===== src/rtl/wstrobe_pkg.sv =====
package wstrobe_pkg;
  typedef enum logic [1:0] {
    PH_IDLE  = 2'd0,
    PH_SETUP = 2'd1,
    PH_LOW   = 2'd2,
    PH_GAP   = 2'd3
  } wstrobe_phase_e;
endpackage


===== src/rtl/wstrobe_width_decode.sv =====
module wstrobe_width_decode #(
  parameter int W          = 5,
  parameter int MIN_TICKS  = 18,
  parameter int MAX_TICKS  = 26,
  parameter int FULL_TICKS = 30
) (
  input  logic [W-1:0] code,
  output logic [W-1:0] width
);
  localparam logic [W-1:0] MIN_C     = W'(MIN_TICKS);
  localparam logic [W-1:0] MAX_C     = W'(MAX_TICKS);
  localparam logic [W-1:0] FULL_C    = W'(FULL_TICKS);
  localparam logic [W-1:0] FULL_CODE = {W{1'b1}};

  logic [W-1:0] upper;

  always_comb begin
    if (code == FULL_CODE)  upper = FULL_C;
    else if (code > MAX_C)  upper = MAX_C;
    else                    upper = code;
  end

  generate
    if (MIN_TICKS > 0) begin : g_lo_clamp
      assign width = ((code != FULL_CODE) && (code < MIN_C)) ? MIN_C : upper;
    end else begin : g_no_lo_clamp
      assign width = upper;
    end
  endgenerate
endmodule


===== src/rtl/wstrobe_tick_counter.sv =====
module wstrobe_tick_counter #(
  parameter int W = 5
) (
  input  logic         clk,
  input  logic         rst,
  input  logic         load,
  input  logic [W-1:0] load_val,
  output logic         zero
);
  logic [W-1:0] cnt;

  always_ff @(posedge clk) begin
    if (rst)             cnt <= '0;
    else if (load)       cnt <= load_val;
    else if (cnt != '0)  cnt <= cnt - W'(1);
  end

  assign zero = (cnt == '0);
endmodule


===== src/rtl/wstrobe_sequencer.sv =====
module wstrobe_sequencer
  import wstrobe_pkg::*;
#(
  parameter int W           = 5,
  parameter int SETUP_TICKS = 1,
  parameter int GAP_TICKS   = 2
) (
  input  logic         clk,
  input  logic         rst,
  input  logic         start,
  input  logic [W-1:0] width,
  input  logic         cnt_zero,
  output logic         cnt_load,
  output logic [W-1:0] cnt_val,
  output logic         accept,
  output logic         we_n,
  output logic         busy,
  output logic         done
);
  localparam logic [W-1:0] SETUP_LD = W'(SETUP_TICKS - 1);
  localparam logic [W-1:0] GAP_LD   = W'(GAP_TICKS - 1);

  wstrobe_phase_e phase;
  logic [W-1:0]   width_q;

  assign accept = (phase == PH_IDLE) && start;

  always_comb begin
    cnt_load = 1'b0;
    cnt_val  = '0;
    unique case (phase)
      PH_IDLE:  if (start)    begin cnt_load = 1'b1; cnt_val = SETUP_LD; end
      PH_SETUP: if (cnt_zero) begin cnt_load = 1'b1; cnt_val = width_q - W'(1); end
      PH_LOW:   if (cnt_zero) begin cnt_load = 1'b1; cnt_val = GAP_LD; end
      default:  ;
    endcase
  end

  always_ff @(posedge clk) begin
    if (rst) begin
      phase   <= PH_IDLE;
      width_q <= '0;
      we_n    <= 1'b1;
      busy    <= 1'b0;
      done    <= 1'b0;
    end else begin
      done <= 1'b0;
      unique case (phase)
        PH_IDLE: if (start) begin
          phase   <= PH_SETUP;
          width_q <= width;
          busy    <= 1'b1;
        end
        PH_SETUP: if (cnt_zero) begin
          phase <= PH_LOW;
          we_n  <= 1'b0;
        end
        PH_LOW: if (cnt_zero) begin
          phase <= PH_GAP;
          we_n  <= 1'b1;
          done  <= 1'b1;
        end
        PH_GAP: if (cnt_zero) begin
          phase <= PH_IDLE;
          busy  <= 1'b0;
        end
        default: phase <= PH_IDLE;
      endcase
    end
  end

  AST_DONE_ONE_CYCLE: assert property (@(posedge clk) disable iff (rst)
    done |=> !done);
  AST_LOW_ONLY_BUSY: assert property (@(posedge clk) disable iff (rst)
    !we_n |-> busy);
endmodule


===== src/rtl/wstrobe_gen.sv =====
module wstrobe_gen #(
  parameter int TICKS_PER_NS = 2,
  parameter int MIN_NS       = 9,
  parameter int MAX_NS       = 13,
  parameter int FULL_NS      = 15,
  parameter int SETUP_TICKS  = 1,
  parameter int GAP_TICKS    = 2,
  parameter int ADDR_W       = 21,
  parameter int DATA_W       = 8,
  localparam int MIN_TICKS   = MIN_NS * TICKS_PER_NS,
  localparam int MAX_TICKS   = MAX_NS * TICKS_PER_NS,
  localparam int FULL_TICKS  = FULL_NS * TICKS_PER_NS,
  localparam int W           = $clog2(FULL_TICKS + 1)
) (
  input  logic              clk,
  input  logic              rst,
  input  logic              start,
  input  logic [W-1:0]      width_code,
  input  logic [ADDR_W-1:0] addr_in,
  input  logic [DATA_W-1:0] data_in,
  output logic              mem_we_n,
  output logic [ADDR_W-1:0] mem_addr,
  output logic [DATA_W-1:0] mem_data,
  output logic              busy,
  output logic              done
);
  localparam logic [W-1:0] MIN_C  = W'(MIN_TICKS);
  localparam logic [W-1:0] FULL_C = W'(FULL_TICKS);

  logic [W-1:0] width;
  logic         cnt_load;
  logic [W-1:0] cnt_val;
  logic         cnt_zero;
  logic         accept;

  wstrobe_width_decode #(
    .W(W), .MIN_TICKS(MIN_TICKS), .MAX_TICKS(MAX_TICKS), .FULL_TICKS(FULL_TICKS)
  ) u_decode (
    .code  (width_code),
    .width (width)
  );

  wstrobe_tick_counter #(.W(W)) u_count (
    .clk      (clk),
    .rst      (rst),
    .load     (cnt_load),
    .load_val (cnt_val),
    .zero     (cnt_zero)
  );

  wstrobe_sequencer #(
    .W(W), .SETUP_TICKS(SETUP_TICKS), .GAP_TICKS(GAP_TICKS)
  ) u_seq (
    .clk      (clk),
    .rst      (rst),
    .start    (start),
    .width    (width),
    .cnt_zero (cnt_zero),
    .cnt_load (cnt_load),
    .cnt_val  (cnt_val),
    .accept   (accept),
    .we_n     (mem_we_n),
    .busy     (busy),
    .done     (done)
  );

  always_ff @(posedge clk) begin
    if (rst) begin
      mem_addr <= '0;
      mem_data <= '0;
    end else if (accept) begin
      mem_addr <= addr_in;
      mem_data <= data_in;
    end
  end

  // run length of the current low strobe, for the width checks below
  logic [W-1:0] low_run;
  always_ff @(posedge clk) begin
    if (rst || mem_we_n) low_run <= '0;
    else                 low_run <= low_run + W'(1);
  end

  AST_ADDR_STABLE_LOW: assert property (@(posedge clk) disable iff (rst)
    !mem_we_n |-> ($stable(mem_addr) && $stable(mem_data)));
  AST_ADDR_HOLD_RISE: assert property (@(posedge clk) disable iff (rst)
    $rose(mem_we_n) |=> ($stable(mem_addr) && $stable(mem_data)));
  AST_WIDTH_CAP: assert property (@(posedge clk) disable iff (rst)
    !mem_we_n |-> (low_run < FULL_C));
  AST_WIDTH_FLOOR: assert property (@(posedge clk) disable iff (rst)
    $rose(mem_we_n) |-> (low_run >= MIN_C));
  AST_DONE_AT_RISE: assert property (@(posedge clk) disable iff (rst)
    done |-> $rose(mem_we_n));
endmodule


===== config.mk =====
export PLATFORM = sky130hd
export DESIGN_NAME = wstrobe_gen
export DESIGN_NICKNAME = d
export VERILOG_FILES = /design/src/rtl/wstrobe_pkg.sv /design/src/rtl/wstrobe_width_decode.sv /design/src/rtl/wstrobe_tick_counter.sv /design/src/rtl/wstrobe_sequencer.sv /design/src/rtl/wstrobe_gen.sv
export SDC_FILE = /design/constraint.sdc
export NUM_CORES = 1
export LEC_CHECK = 0
export BUFFER_PORTS_ARGS = -buffer_cell sky130_fd_sc_hd__buf_2
export CAP_MARGIN = 20
export CORE_MARGIN = 4
export CORE_UTILIZATION = 45
export DETAILED_ROUTE_END_ITERATION = 12
export HOLD_SLACK_MARGIN = 0.15
export PLACE_DENSITY = 0.81
export SLEW_MARGIN = 5
export SYNTH_ARGS = -nofsm -noshare
export SYNTH_HDL_FRONTEND = slang
export SYNTH_HIERARCHICAL = 1
export SYNTH_SLANG_ARGS = --single-unit
export TNS_END_PERCENT = 20

===== constraint.sdc =====
create_clock -name clk -period 4.35 [get_ports clk]
set_clock_uncertainty 0.2 [all_clocks]
set_input_delay 0.2175 -clock clk [delete_from_list [all_inputs] [get_ports clk]]
set_output_delay 0.2175 -clock clk [all_outputs]
set_load 0.02 [all_outputs]

==> metrics.log, run 1 <==
INFO  metric core = 4120 sq um
INFO  metric grt.busiest_layer = met2
INFO  metric via_count = 1760
INFO  metric io-pin-count = 69
INFO  metric detailedRoute.firstPassIterationCount = 6
INFO  metric crit_arrival = 2.84 ns
INFO  metric worstSetupStartpoint = u_count/cnt[0]$_SDFFE_PP0P_
INFO  metric ctsRootBufferMaster = sky130_fd_sc_hd__clkbuf_8
INFO  metric grt_antenna_before_repair = 0
INFO  metric wire_length_of_the_first_global_routing_pass = 7490 microns
INFO  metric final-max-slew-violation-count = 0
INFO  metric cts_made_buffers = 5
INFO  metric power.share.switching = 36.1%
INFO  metric outcome = finished, final reports clean
INFO  metric regToRegStartpoint = u_count/cnt[0]$_SDFFE_PP0P_
INFO  metric layout_min_cycle_time = 2.86 ns
INFO  metric rows = 23
INFO  metric end_kind = flop
INFO  metric chipHeight = 74.3 microns
INFO  metric pwr-share-seq = 37.8%
INFO  metric cts_num_sinks = 44
INFO  metric wl = 4640 microns
INFO  metric critical_path.n_buffers_inverters = 2
INFO  metric syn_nets = 253
INFO  metric drt_iter0_drc = 47
INFO  metric rsz0062_at_grt = no
INFO  metric cp-start-kind = flop
INFO  metric yosys_warnings = 6
INFO  metric worstPathRequired = 4.33 ns
INFO  metric total_leakage_power = 1.30 nW
INFO  metric switching_power = 0.000509 W
INFO  metric fin_crit_sh = 65.7%
INFO  metric avgSynthCellArea = 9.45 sq um
INFO  metric critical-path-max-stage-delay = 0.59 ns
INFO  metric netlist_instances = 209
INFO  metric worstMarginPinSlew = 0.813 ns
INFO  metric syn2layout_area_growth = 40.7%
INFO  metric synth_cell_type_count = 40
INFO  metric global_route.usage.total = 17.4%
INFO  metric report.final.hold_viol_count = 0
INFO  metric grt_overflow_total = 0
INFO  metric clk_pin_slew_worst_paths = 0.09 ns
INFO  metric post_drt_via_cell_ratio = 4.88
INFO  metric yosys_register_bits = 44
INFO  metric h-tree-depth = 2
INFO  metric met3_usage = 4.59%
INFO  metric drc_errors_left = 0
INFO  metric drive_above_1_share = 27.3%
INFO  metric power_frac_comb = 40.0%
INFO  metric power_per_cell_area = 506 nW/um^2
INFO  metric n_antenna_cell = 0
INFO  metric place.port_buffers = 68
INFO  metric maximum_number_of_pins_on_one_net_before_global_route_repair = 47
INFO  metric path_cells = inv_1 > ha_1 > nor4b_4 > nand2_1 > a21oi_1 > inv_1 > and4_2 > a311o_1
INFO  metric antenna_violating_nets_remaining = 0
INFO  metric p_clk_share = 22.2%
INFO  metric timing.setup.tns = 0 ns
INFO  metric netlist_area = 1980 sq um
INFO  metric max_clock_buf_depth = 2
INFO  metric cpMaxStageDelayCell = sky130_fd_sc_hd__nor4b_4
INFO  metric worst_slew_margin_relative_to_its_limit = 45.8%
INFO  metric routabilityCongestion = 0.792
INFO  metric wl_per_cell = 12.8 microns
INFO  metric post-place-cells = 317
INFO  metric critPathKind = flop to flop
INFO  metric min-delay-start = u_seq/width_q[0]$_SDFFE_PP0P_
INFO  metric floorplan.initialDensity = 48.0%
INFO  metric design.die.area = 5510 sq um
INFO  metric setup-violations-final = 0
INFO  metric fmaxAchievable = 350 MHz
INFO  metric cap_viol_max_count = 0
INFO  metric internal-power = 0.000899 W
INFO  metric hpwl = 2880 microns
INFO  metric die_w = 74.3 microns
INFO  metric cts_tree = yes
INFO  metric cell_count_final_fillers_out = 361
INFO  metric grt_pass1_vias = 1750
INFO  metric post_cts_resize_count = 0
INFO  metric grt_util_met2 = 32.0%
INFO  metric worstPathMaxFanout = 13
INFO  metric critical_path.most_common_cell = sky130_fd_sc_hd__inv_1
INFO  metric synth.yosys.seq_area_share = 44.6%
INFO  metric worstSkewPairLatency = 0.29 ns
INFO  metric grt_use_met1 = 19.7%
INFO  metric hold_path.class = flop to flop
INFO  metric worst_path_dominant_cell_family = simple AND/OR/NAND/NOR gates
INFO  metric vdd.ir_drop.worst = 0.366 mV
INFO  metric nets = 354
INFO  metric fillers = 299
[flip-flops by register name, indices dropped and copies added (netlist names)]
signal,cells
mem_addr,21
mem_data,8
u_count/cnt,5
u_seq/busy,1
u_seq/done,1
u_seq/phase,2
u_seq/we_n,1
u_seq/width_q,5
[area by class of cell]
cell class	instances	area [sq um]	area share, %
clock buffers	5	68.8	2.48
clock inverters	3	46.3	1.67
inverters	13	48.8	1.76
multi-input cells	141	965	34.7
flip-flops and latches	44	881	31.7
well taps	50	62.6	2.25
repair buffers	105	708	25.5
[power groups by stage]
stage	clock (W)	sequential, W	combinational [W]
after detailed placement	0	0.000539	0.000534
after CTS	0.000322	0.000531	0.000561
after global placement	0	0.000536	0.000521
after global routing	0.000341	0.000542	0.000621
final	0.000313	0.000532	0.000563
after floorplan	0	0.000607	0.000355
[metal layers]
| metal | vias to the layer above | share of wire, % |
|---|---|---|
| li1 | 905 | - |
| met1 | 801 | 41 |
| met2 | 50 | 53 |
| met3 | 4 | 5.8 |
| met4 | 0 | 0.63 |
| met5 | - | 0 |
[logic make-up (layout without fill, tap and decap cells)]
group                      after synthesis  count (layout)  share of synthesized area [%]
other                                    1               1                          0.190
and+or+nand+nor                         77              77                           19.0
DFF                                     44              44                           44.6
xor gates and xnor gates                 5               5                           2.22
AOI/OAI and AO/OA                       21              21                           7.79
adders and majority gates                7               7                           4.43
muxes                                   30              30                           15.2
buffers and inverters                   24             126                           6.59
[placed cells by master (no fill, tap or decap), types with 3 or more instances in the layout]
cell type                        n
sky130_fd_sc_hd__dfxtp_1        44
sky130_fd_sc_hd__nor3_1          3
sky130_fd_sc_hd__nand2b_1        3
sky130_fd_sc_hd__nand3_1         7
sky130_fd_sc_hd__buf_2          68
sky130_fd_sc_hd__nor2_1         37
sky130_fd_sc_hd__nand2_1        16
sky130_fd_sc_hd__dlygate4sd3_1  36
sky130_fd_sc_hd__a21oi_1        10
sky130_fd_sc_hd__clkbuf_8        5
sky130_fd_sc_hd__ha_1            7
sky130_fd_sc_hd__inv_1          13
sky130_fd_sc_hd__xnor2_1         4
sky130_fd_sc_hd__mux2i_1        30
[stage by stage]
| step | cell area, sq um | hold slack [ns] | total power [W] | util (%) | setup WS (ns) |
|---|---|---|---|---|---|
| 6_report | 2780 | 0.282 | 0.00141 | 67.6 | 1.49 |
| 5_1_grt | 2780 | 0.299 | 0.00150 | 67.6 | 1.23 |
| 4_1_cts | 2780 | 0.253 | 0.00141 | 67.6 | 1.53 |
| 3_5_place_dp | 2300 | 0.261 | 0.00107 | 56.0 | 1.54 |
| 3_3_place_gp | 2300 | 0.249 | 0.00106 | 56.0 | 1.66 |
| 2_1_floorplan | 1980 | 0.0866 | 0.000962 | - | 1.89 |
[Yosys cell counts (all sizes together)]
| library cell | n | area [sq um] |
|---|---|---|
| and4b | 1 | 10.0 |
| nor3 | 4 | 25.0 |
| or2 | 1 | 6.26 |
| a311o | 1 | 10.0 |
| nor3b | 1 | 7.51 |
| o21ai | 1 | 5.00 |
| a311oi | 1 | 8.76 |
| buf | 9 | 73.8 |
| inv | 13 | 48.8 |
| ha | 7 | 87.6 |
| conb | 1 | 3.75 |
| nand2b | 3 | 18.8 |
| clkbuf | 2 | 7.51 |
| nand4 | 1 | 6.26 |
| nor2 | 37 | 139 |
| o22ai | 1 | 12.5 |
| a211oi | 1 | 12.5 |
| nand3b | 1 | 7.51 |
| o311ai | 1 | 8.76 |
| a221o | 1 | 11.3 |
| o211a | 1 | 10.0 |
| dfxtp | 44 | 881 |
| nor4b | 1 | 23.8 |
| and2 | 1 | 7.51 |
| a32oi | 1 | 8.76 |
| nand2 | 16 | 60.1 |
| o211ai | 1 | 7.51 |
| or3 | 1 | 6.26 |
| nor4 | 1 | 12.5 |
| o221ai | 1 | 8.76 |
| nand3 | 7 | 35.0 |
| mux2i | 30 | 300 |
| xnor2 | 4 | 35.0 |
| xor2 | 1 | 8.76 |
| a21oi | 10 | 50.1 |
| and4 | 1 | 10.0 |
[worst paths after layout]
check,end,slack (ns),cells after the start
worst min register to register,u_seq/width_q[0]$_SDFFE_PP0P_,0.28,2
worst max-delay path,u_count/cnt[1]$_SDFFE_PP0P_,1.49,8
worst max register to register,u_count/cnt[1]$_SDFFE_PP0P_,1.49,8
worst min-delay path,u_seq/width_q[0]$_SDFFE_PP0P_,0.28,2
[repair_timing]
action,in CTS,in global routing
hold buffers,36,0
hold endpoints to repair,34,0
buffers inserted,0,0
[worst reg2reg max path: stages, from the launching register on]
cell and delay (ns):
sky130_fd_sc_hd__dfxtp_1 0.34, sky130_fd_sc_hd__inv_1 0.08, sky130_fd_sc_hd__ha_1 0.20, sky130_fd_sc_hd__nor4b_4 0.59
sky130_fd_sc_hd__nand2_1 0.15, sky130_fd_sc_hd__a21oi_1 0.45, sky130_fd_sc_hd__inv_1 0.22, sky130_fd_sc_hd__and4_2 0.26
sky130_fd_sc_hd__a311o_1 0.26
(Power assumes the default switching activity.)
==> run 2, diff against run 1 <==
Settings changed: CORE_UTILIZATION 45 to 44, PLACE_DENSITY 0.81 to 0.83.
Clock period 4.35 ns to 2.3 ns, I/O delays scaled along.
==> run 2 against run 1 <==
Sequential power increased by 90%; worst hold slack improved by 0.0043 ns; via count increased by 2.2%; non-clock buffer count increased by 7; critical path type unchanged; largest cell class unchanged; highest routed layer unchanged.
==> metrics.log, run 2 (synthesized netlist as in run 1, its figures left out) <==
INFO  metric syn2layout_area_growth = 44.4%
INFO  metric wire_length_of_the_first_global_routing_pass = 7670 microns
INFO  metric largest_register_ff_count = 21
INFO  metric power_per_cell_area = 968 nW/um^2
INFO  metric layout_min_cycle_time = 2.07 ns
INFO  metric grt_overflow_total = 0
INFO  metric n_antenna_cell = 0
INFO  metric power.share.switching = 35.9%
INFO  metric design.die.area = 5630 sq um
INFO  metric p_clk_share = 22.3%
INFO  metric layout_common_cells = 68 x sky130_fd_sc_hd__buf_2, 44 x sky130_fd_sc_hd__dfxtp_1, 38 x sky130_fd_sc_hd__dlygate4sd3_1, 37 x sky130_fd_sc_hd__nor2_1, 30 x sky130_fd_sc_hd__mux2i_1
INFO  metric internal-power = 0.00177 W
INFO  metric final-max-slew-violation-count = 0
INFO  metric rows = 24
INFO  metric grt_pass1_vias = 1808
INFO  metric regToRegStartpoint = u_count/cnt[0]$_SDFFE_PP0P_
INFO  metric cts_num_sinks = 44
INFO  metric switching_power = 0.000990 W
INFO  metric global_route.usage.total = 17.5%
INFO  metric core = 4350 sq um
INFO  metric worst_r2r_setup_slack = 0.23 ns
INFO  metric report.final.hold_viol_count = 0
INFO  metric total_leakage_power = 1.35 nW
INFO  metric fmaxAchievable = 483 MHz
INFO  metric setup-violations-final = 0
INFO  metric vdd.ir_drop.worst = 0.713 mV
INFO  metric largest_registers = mem_addr: 21 flops, mem_data: 8 flops
INFO  metric clk_pin_slew_worst_paths = 0.09 ns
INFO  metric whs_path_depth = 2
INFO  metric grt_antenna_before_repair = 0
INFO  metric post_drt_via_cell_ratio = 4.86
INFO  metric wl_per_cell = 13.2 microns
INFO  metric nets = 361
INFO  metric rsz0062_at_grt = no
INFO  metric h-tree-depth = 2
INFO  metric final_core_util = 65.5%
INFO  metric place.port_buffers = 68
INFO  metric io-pin-count = 69
INFO  metric cts_made_buffers = 5
INFO  metric cap_viol_max_count = 0
INFO  metric drive_above_1_share = 28.9%
INFO  metric wl = 4890 microns
INFO  metric hpwl = 3080 microns
INFO  metric chipHeight = 75.0 microns
INFO  metric worstPathRequired = 2.28 ns
INFO  metric max_clock_buf_depth = 2
INFO  metric worstPathMaxFanout = 6
INFO  metric worstSetupStartpoint = u_count/cnt[0]$_SDFFE_PP0P_
INFO  metric max_flop_register = mem_addr
INFO  metric ctsRootBufferMaster = sky130_fd_sc_hd__clkbuf_8
INFO  metric worst_r2r_path_depth = 8
INFO  metric final_cell_area = 2850 sq um
INFO  metric power_frac_comb = 41.1%
INFO  metric drt_iter0_drc = 53
INFO  metric fin_crit_sh = 90.0%
INFO  metric dpl-instance-area = 2350 sq um
INFO  metric antenna_violating_nets_remaining = 0
INFO  metric end_kind = flop
INFO  metric outcome = finished, final reports clean
INFO  metric worstSetupEndpoint = u_count/cnt[1]$_SDFFE_PP0P_
INFO  metric critPathKind = flop to flop
INFO  metric pwr-share-seq = 36.6%
INFO  metric drc_errors_left = 0
INFO  metric timing.setup.tns = 0 ns
INFO  metric hold_path.class = flop to flop
INFO  metric cts_tree = yes
INFO  metric cp-start-kind = flop
INFO  metric total_power = 0.00276 W
INFO  metric via_count = 1799
INFO  metric detailedRoute.firstPassIterationCount = 4
INFO  metric routabilityCongestion = 0.841
INFO  metric worstSkewPairLatency = 0.29 ns
INFO  metric final_common_cell = sky130_fd_sc_hd__buf_2
INFO  metric crit_arrival = 2.05 ns
INFO  metric r2r_end = u_count/cnt[1]$_SDFFE_PP0P_
INFO  metric maximum_number_of_pins_on_one_net_before_global_route_repair = 23
INFO  metric die_w = 75.0 microns
INFO  metric floorplan.initialDensity = 45.4%
run 2: worst min-delay path by stage:
stage	slack (ns)	to	startpoint
final	0.29	u_seq/width_q[4]$_SDFFE_PP0P_	u_seq/width_q[4]$_SDFFE_PP0P_
after global routing	0.31	u_seq/width_q[4]$_SDFFE_PP0P_	u_seq/width_q[4]$_SDFFE_PP0P_
after CTS	0.28	u_seq/width_q[4]$_SDFFE_PP0P_	u_seq/width_q[4]$_SDFFE_PP0P_
after detailed placement	0.16	mem_addr[11]$_SDFFE_PP0P_	addr_in[11]
after global placement	0.15	mem_addr[0]$_SDFFE_PP0P_	addr_in[0]
after floorplan	-0.02	u_count/cnt[2]$_SDFFE_PP0P_	rst
run 2: cell type report:
| cell class | count | area (sq um) |
|---|---|---|
| multi-input cells | 141 | 971 |
| fillers | 327 | 1500 |
| repair buffers | 112 | 766 |
| inverters | 13 | 48.8 |
| clock buffers | 6 | 82.6 |
| flip-flops and latches | 44 | 881 |
| well taps | 52 | 65.1 |
| clock inverters | 2 | 38.8 |
run 2: worst max-delay path, cell delays in order, from the launching register on:
cell                      delay [ns]
sky130_fd_sc_hd__dfxtp_1        0.34
sky130_fd_sc_hd__inv_1          0.08
sky130_fd_sc_hd__ha_1           0.21
sky130_fd_sc_hd__nor4b_4        0.23
sky130_fd_sc_hd__nand2_1        0.12
sky130_fd_sc_hd__a21oi_2        0.17
sky130_fd_sc_hd__inv_1          0.12
sky130_fd_sc_hd__and4_2         0.22
sky130_fd_sc_hd__a311o_1        0.26
run 2: layer usage:
layer  wire, microns  vias to the layer above  global-route usage (%)
met5               0                        -                       0
met4              29                        0                    4.74
met3             280                        4                    3.87
met2            2660                       58                    33.8
met1            1920                      821                    18.9
li1                -                      916                       -
run 2: what timing repair did:
| item | 4_1_cts | 5_1_grt |
|---|---|---|
| endpoints found under the hold margin | 40 | 0 |
| buffers inserted | 0 | 0 |
| resized for setup | 0 | 1 |
| hold buffers | 38 | 0 |
| endpoints found under the setup margin | 0 | 2 |
run 2: power groups by stage:
stage	clock [W]	combinational, W	sequential (W)
CTS	0.000636	0.00112	0.00101
floorplan	0	0.000684	0.00115
global route	0.000667	0.00124	0.00103
detailed placement	0	0.00107	0.00102
global placement	0	0.00103	0.00102
finish	0.000616	0.00114	0.00101
run 2: through the flow:
| stage | hold WS [ns] | setup slack, ns | cells |
|---|---|---|---|
| 2_1_floorplan | -0.0159 | 0.00182 | 209 |
| 6_report | 0.286 | 0.229 | 370 |
| 3_5_place_dp | 0.162 | 0.201 | 324 |
| 5_1_grt | 0.307 | 0.0694 | 370 |
| 3_3_place_gp | 0.149 | 0.310 | 324 |
| 4_1_cts | 0.279 | 0.186 | 370 |
==> run 3, diff against run 2 <==
Settings changed: CORE_ASPECT_RATIO set to 0.6, CORE_UTILIZATION 44 to 45, PLACE_DENSITY 0.83 to 0.81.
Clock period 2.3 ns to 2.25 ns, I/O delays scaled along.
==> run 3 against run 2 <==
Die area shrank 1.4%; non-clock buffer count up 1; flip-flop and latch count stayed put; largest power group unchanged.
==> metrics.log, run 3 (synthesized netlist as in run 1, its figures left out) <==
INFO  metric wire_length_of_the_first_global_routing_pass = 8510 microns
INFO  metric layout_min_cycle_time = 2.10 ns
INFO  metric fillers = 314
INFO  metric largest_registers = mem_addr: 21 flops, mem_data: 8 flops
INFO  metric final_core_util = 69.2%
INFO  metric regToRegStartpoint = u_seq/phase[0]$_SDFFE_PP0P_
INFO  metric total_power = 0.00284 W
INFO  metric post_cts_setup_bufs = 0
INFO  metric global_route.usage.total = 19.7%
INFO  metric multi_input_area = 980 sq um
INFO  metric critical_path.n_buffers_inverters = 4
INFO  metric chipHeight = 59.3 microns
INFO  metric path_cells = dlygate4sd3_1 > buf_2 > nand3b_1 > dlygate4sd3_1 > nand3_1 > a21oi_1 > dlygate4sd3_1
INFO  metric final_common_cell = sky130_fd_sc_hd__buf_2
INFO  metric grt_overflow_total = 0
INFO  metric nets = 362
INFO  metric report.final.hold_viol_count = 0
INFO  metric cts_tree = yes
INFO  metric h-tree-depth = 2
INFO  metric largest_register_ff_count = 21
INFO  metric place.port_buffers = 68
INFO  metric post_drt_via_cell_ratio = 4.83
INFO  metric via_count = 1831
INFO  metric design.die.area = 5550 sq um
INFO  metric cts_made_buffers = 5
INFO  metric worstSetupStartpoint = width_code[4]
INFO  metric io-pin-count = 69
INFO  metric ctsRootBufferMaster = sky130_fd_sc_hd__clkbuf_8
INFO  metric vdd.ir_drop.worst = 0.550 mV
INFO  metric footprint_of_the_flip_flops_and_latches = 881 sq um
INFO  metric post-place-cells = 331
INFO  metric antenna_violating_nets_remaining = 0
INFO  metric syn2layout_area_growth = 46.0%
INFO  metric drc_errors_left = 0
INFO  metric rows = 18
INFO  metric die_w = 93.5 microns
INFO  metric worstPathRequired = 2.23 ns
INFO  metric max_clock_buf_depth = 2
INFO  metric min-delay-start = mem_data[4]$_SDFFE_PP0P_
INFO  metric cap_viol_max_count = 0
INFO  metric final-max-slew-violation-count = 0
INFO  metric fin_crit_sh = 93.3%
INFO  metric worstPathMaxFanout = 4
INFO  metric wl = 5270 microns
INFO  metric critical-path-max-stage-delay = 0.57 ns
INFO  metric hpwl = 3180 microns
INFO  metric final_cell_area = 2890 sq um
INFO  metric maximum_number_of_pins_on_one_net_before_global_route_repair = 30
INFO  metric cell_count_final_fillers_out = 379
INFO  metric layout_common_cells = 68 x sky130_fd_sc_hd__buf_2, 44 x sky130_fd_sc_hd__dfxtp_1, 39 x sky130_fd_sc_hd__dlygate4sd3_1, 37 x sky130_fd_sc_hd__nor2_1, 30 x sky130_fd_sc_hd__mux2i_1
INFO  metric detailedRoute.firstPassIterationCount = 4
INFO  metric worst_path_dominant_cell_family = buffers and inverters
INFO  metric total_leakage_power = 1.37 nW
INFO  metric outcome = finished, final reports clean
INFO  metric fmaxAchievable = 477 MHz
INFO  metric wl_per_cell = 13.9 microns
INFO  metric drive_above_1_share = 28.2%
INFO  metric power_per_cell_area = 985 nW/um^2
INFO  metric clk_pin_slew_worst_paths = 0.08 ns
INFO  metric cpMaxStageDelayCell = sky130_fd_sc_hd__dlygate4sd3_1
INFO  metric n_antenna_cell = 0
INFO  metric critical_path.most_common_cell = sky130_fd_sc_hd__dlygate4sd3_1
INFO  metric hold_path.class = flop to flop
INFO  metric core = 4170 sq um
INFO  metric max_flop_register = mem_addr
INFO  metric worstSkewPairLatency = 0.29 ns
INFO  metric drt_iter0_drc = 99
INFO  metric cp-start-kind = input port
INFO  metric end_kind = flop
INFO  metric floorplan.initialDensity = 47.4%
INFO  metric grt_antenna_before_repair = 0
INFO  metric timing.setup.tns = 0 ns
INFO  metric dpl-instance-area = 2370 sq um
INFO  metric routabilityCongestion = 0.848
INFO  metric setup-violations-final = 0
INFO  metric cts_num_sinks = 44
INFO  metric rsz0062_at_grt = no
INFO  metric grt_pass1_vias = 1799
INFO  metric critPathKind = input port to flop
INFO  metric crit_arrival = 2.08 ns
==> run 3: cell count changes in the layout (fill, tap and decap cells not counted), sizes merged <==
cell	before	now
dlymetal6s4s	0	1
buf	74	73
dlygate4sd3	38	39
==> run 3: per-stage QoR <==
stage	worst slack [ns]	hold slack (ns)
6_report	0.152	0.296
5_1_grt	0.0532	0.329
4_1_cts	0.0349	0.303
3_5_place_dp	0.226	0.159
3_3_place_gp	0.294	0.143
2_1_floorplan	0.0119	-0.0184
==> run 3: worst min-delay path: stages (launching register included) <==
cell,delay (ns)
sky130_fd_sc_hd__dfxtp_1,0.32
sky130_fd_sc_hd__mux2i_1,0.06
sky130_fd_sc_hd__nor2_1,0.07
==> run 3: cell type report <==
| cell class | count | area share (%) |
|---|---|---|
| flip-flops and latches | 44 | 30.5 |
| multi-input cells | 141 | 34.0 |
| clock buffers | 6 | 2.52 |
| repair buffers | 113 | 27.5 |
| inverters | 13 | 1.69 |
| well taps | 60 | 2.60 |
| clock inverters | 2 | 1.21 |
==> run 3: where the power goes <==
group / leakage [nW] / switching [W] / internal, W
Sequential: 0.361 / 0.000103 / 0.000933
Combinational: 0.953 / 0.000663 / 0.000536
Clock: 0.0552 / 0.000276 / 0.000330
==> run 3: layer usage <==
layer,part of all wire [%],up-vias,global-route usage [%]
li1,-,919,-
met1,42,850,23.8
met2,50,52,34.3
met3,5.9,10,6.47
met4,2.4,0,5.35
met5,0,-,0
==> run 3: path summary, 6_finish.rpt <==
check                                  end  slack [ns]  depth (start not counted)
max reg2reg  u_seq/width_q[4]$_SDFFE_PP0P_        0.22                          6
min reg2reg       mem_data[4]$_SDFFE_PP0P_        0.30                          2
min               mem_data[4]$_SDFFE_PP0P_        0.30                          2
max          u_seq/width_q[1]$_SDFFE_PP0P_        0.15                          7
==> run 3: timing repair <==
action,4_1_cts,5_1_grt
hold buffers,41,0
setup endpoints to repair,0,2
gates resized for setup,0,2
endpoints found under the hold margin,40,0
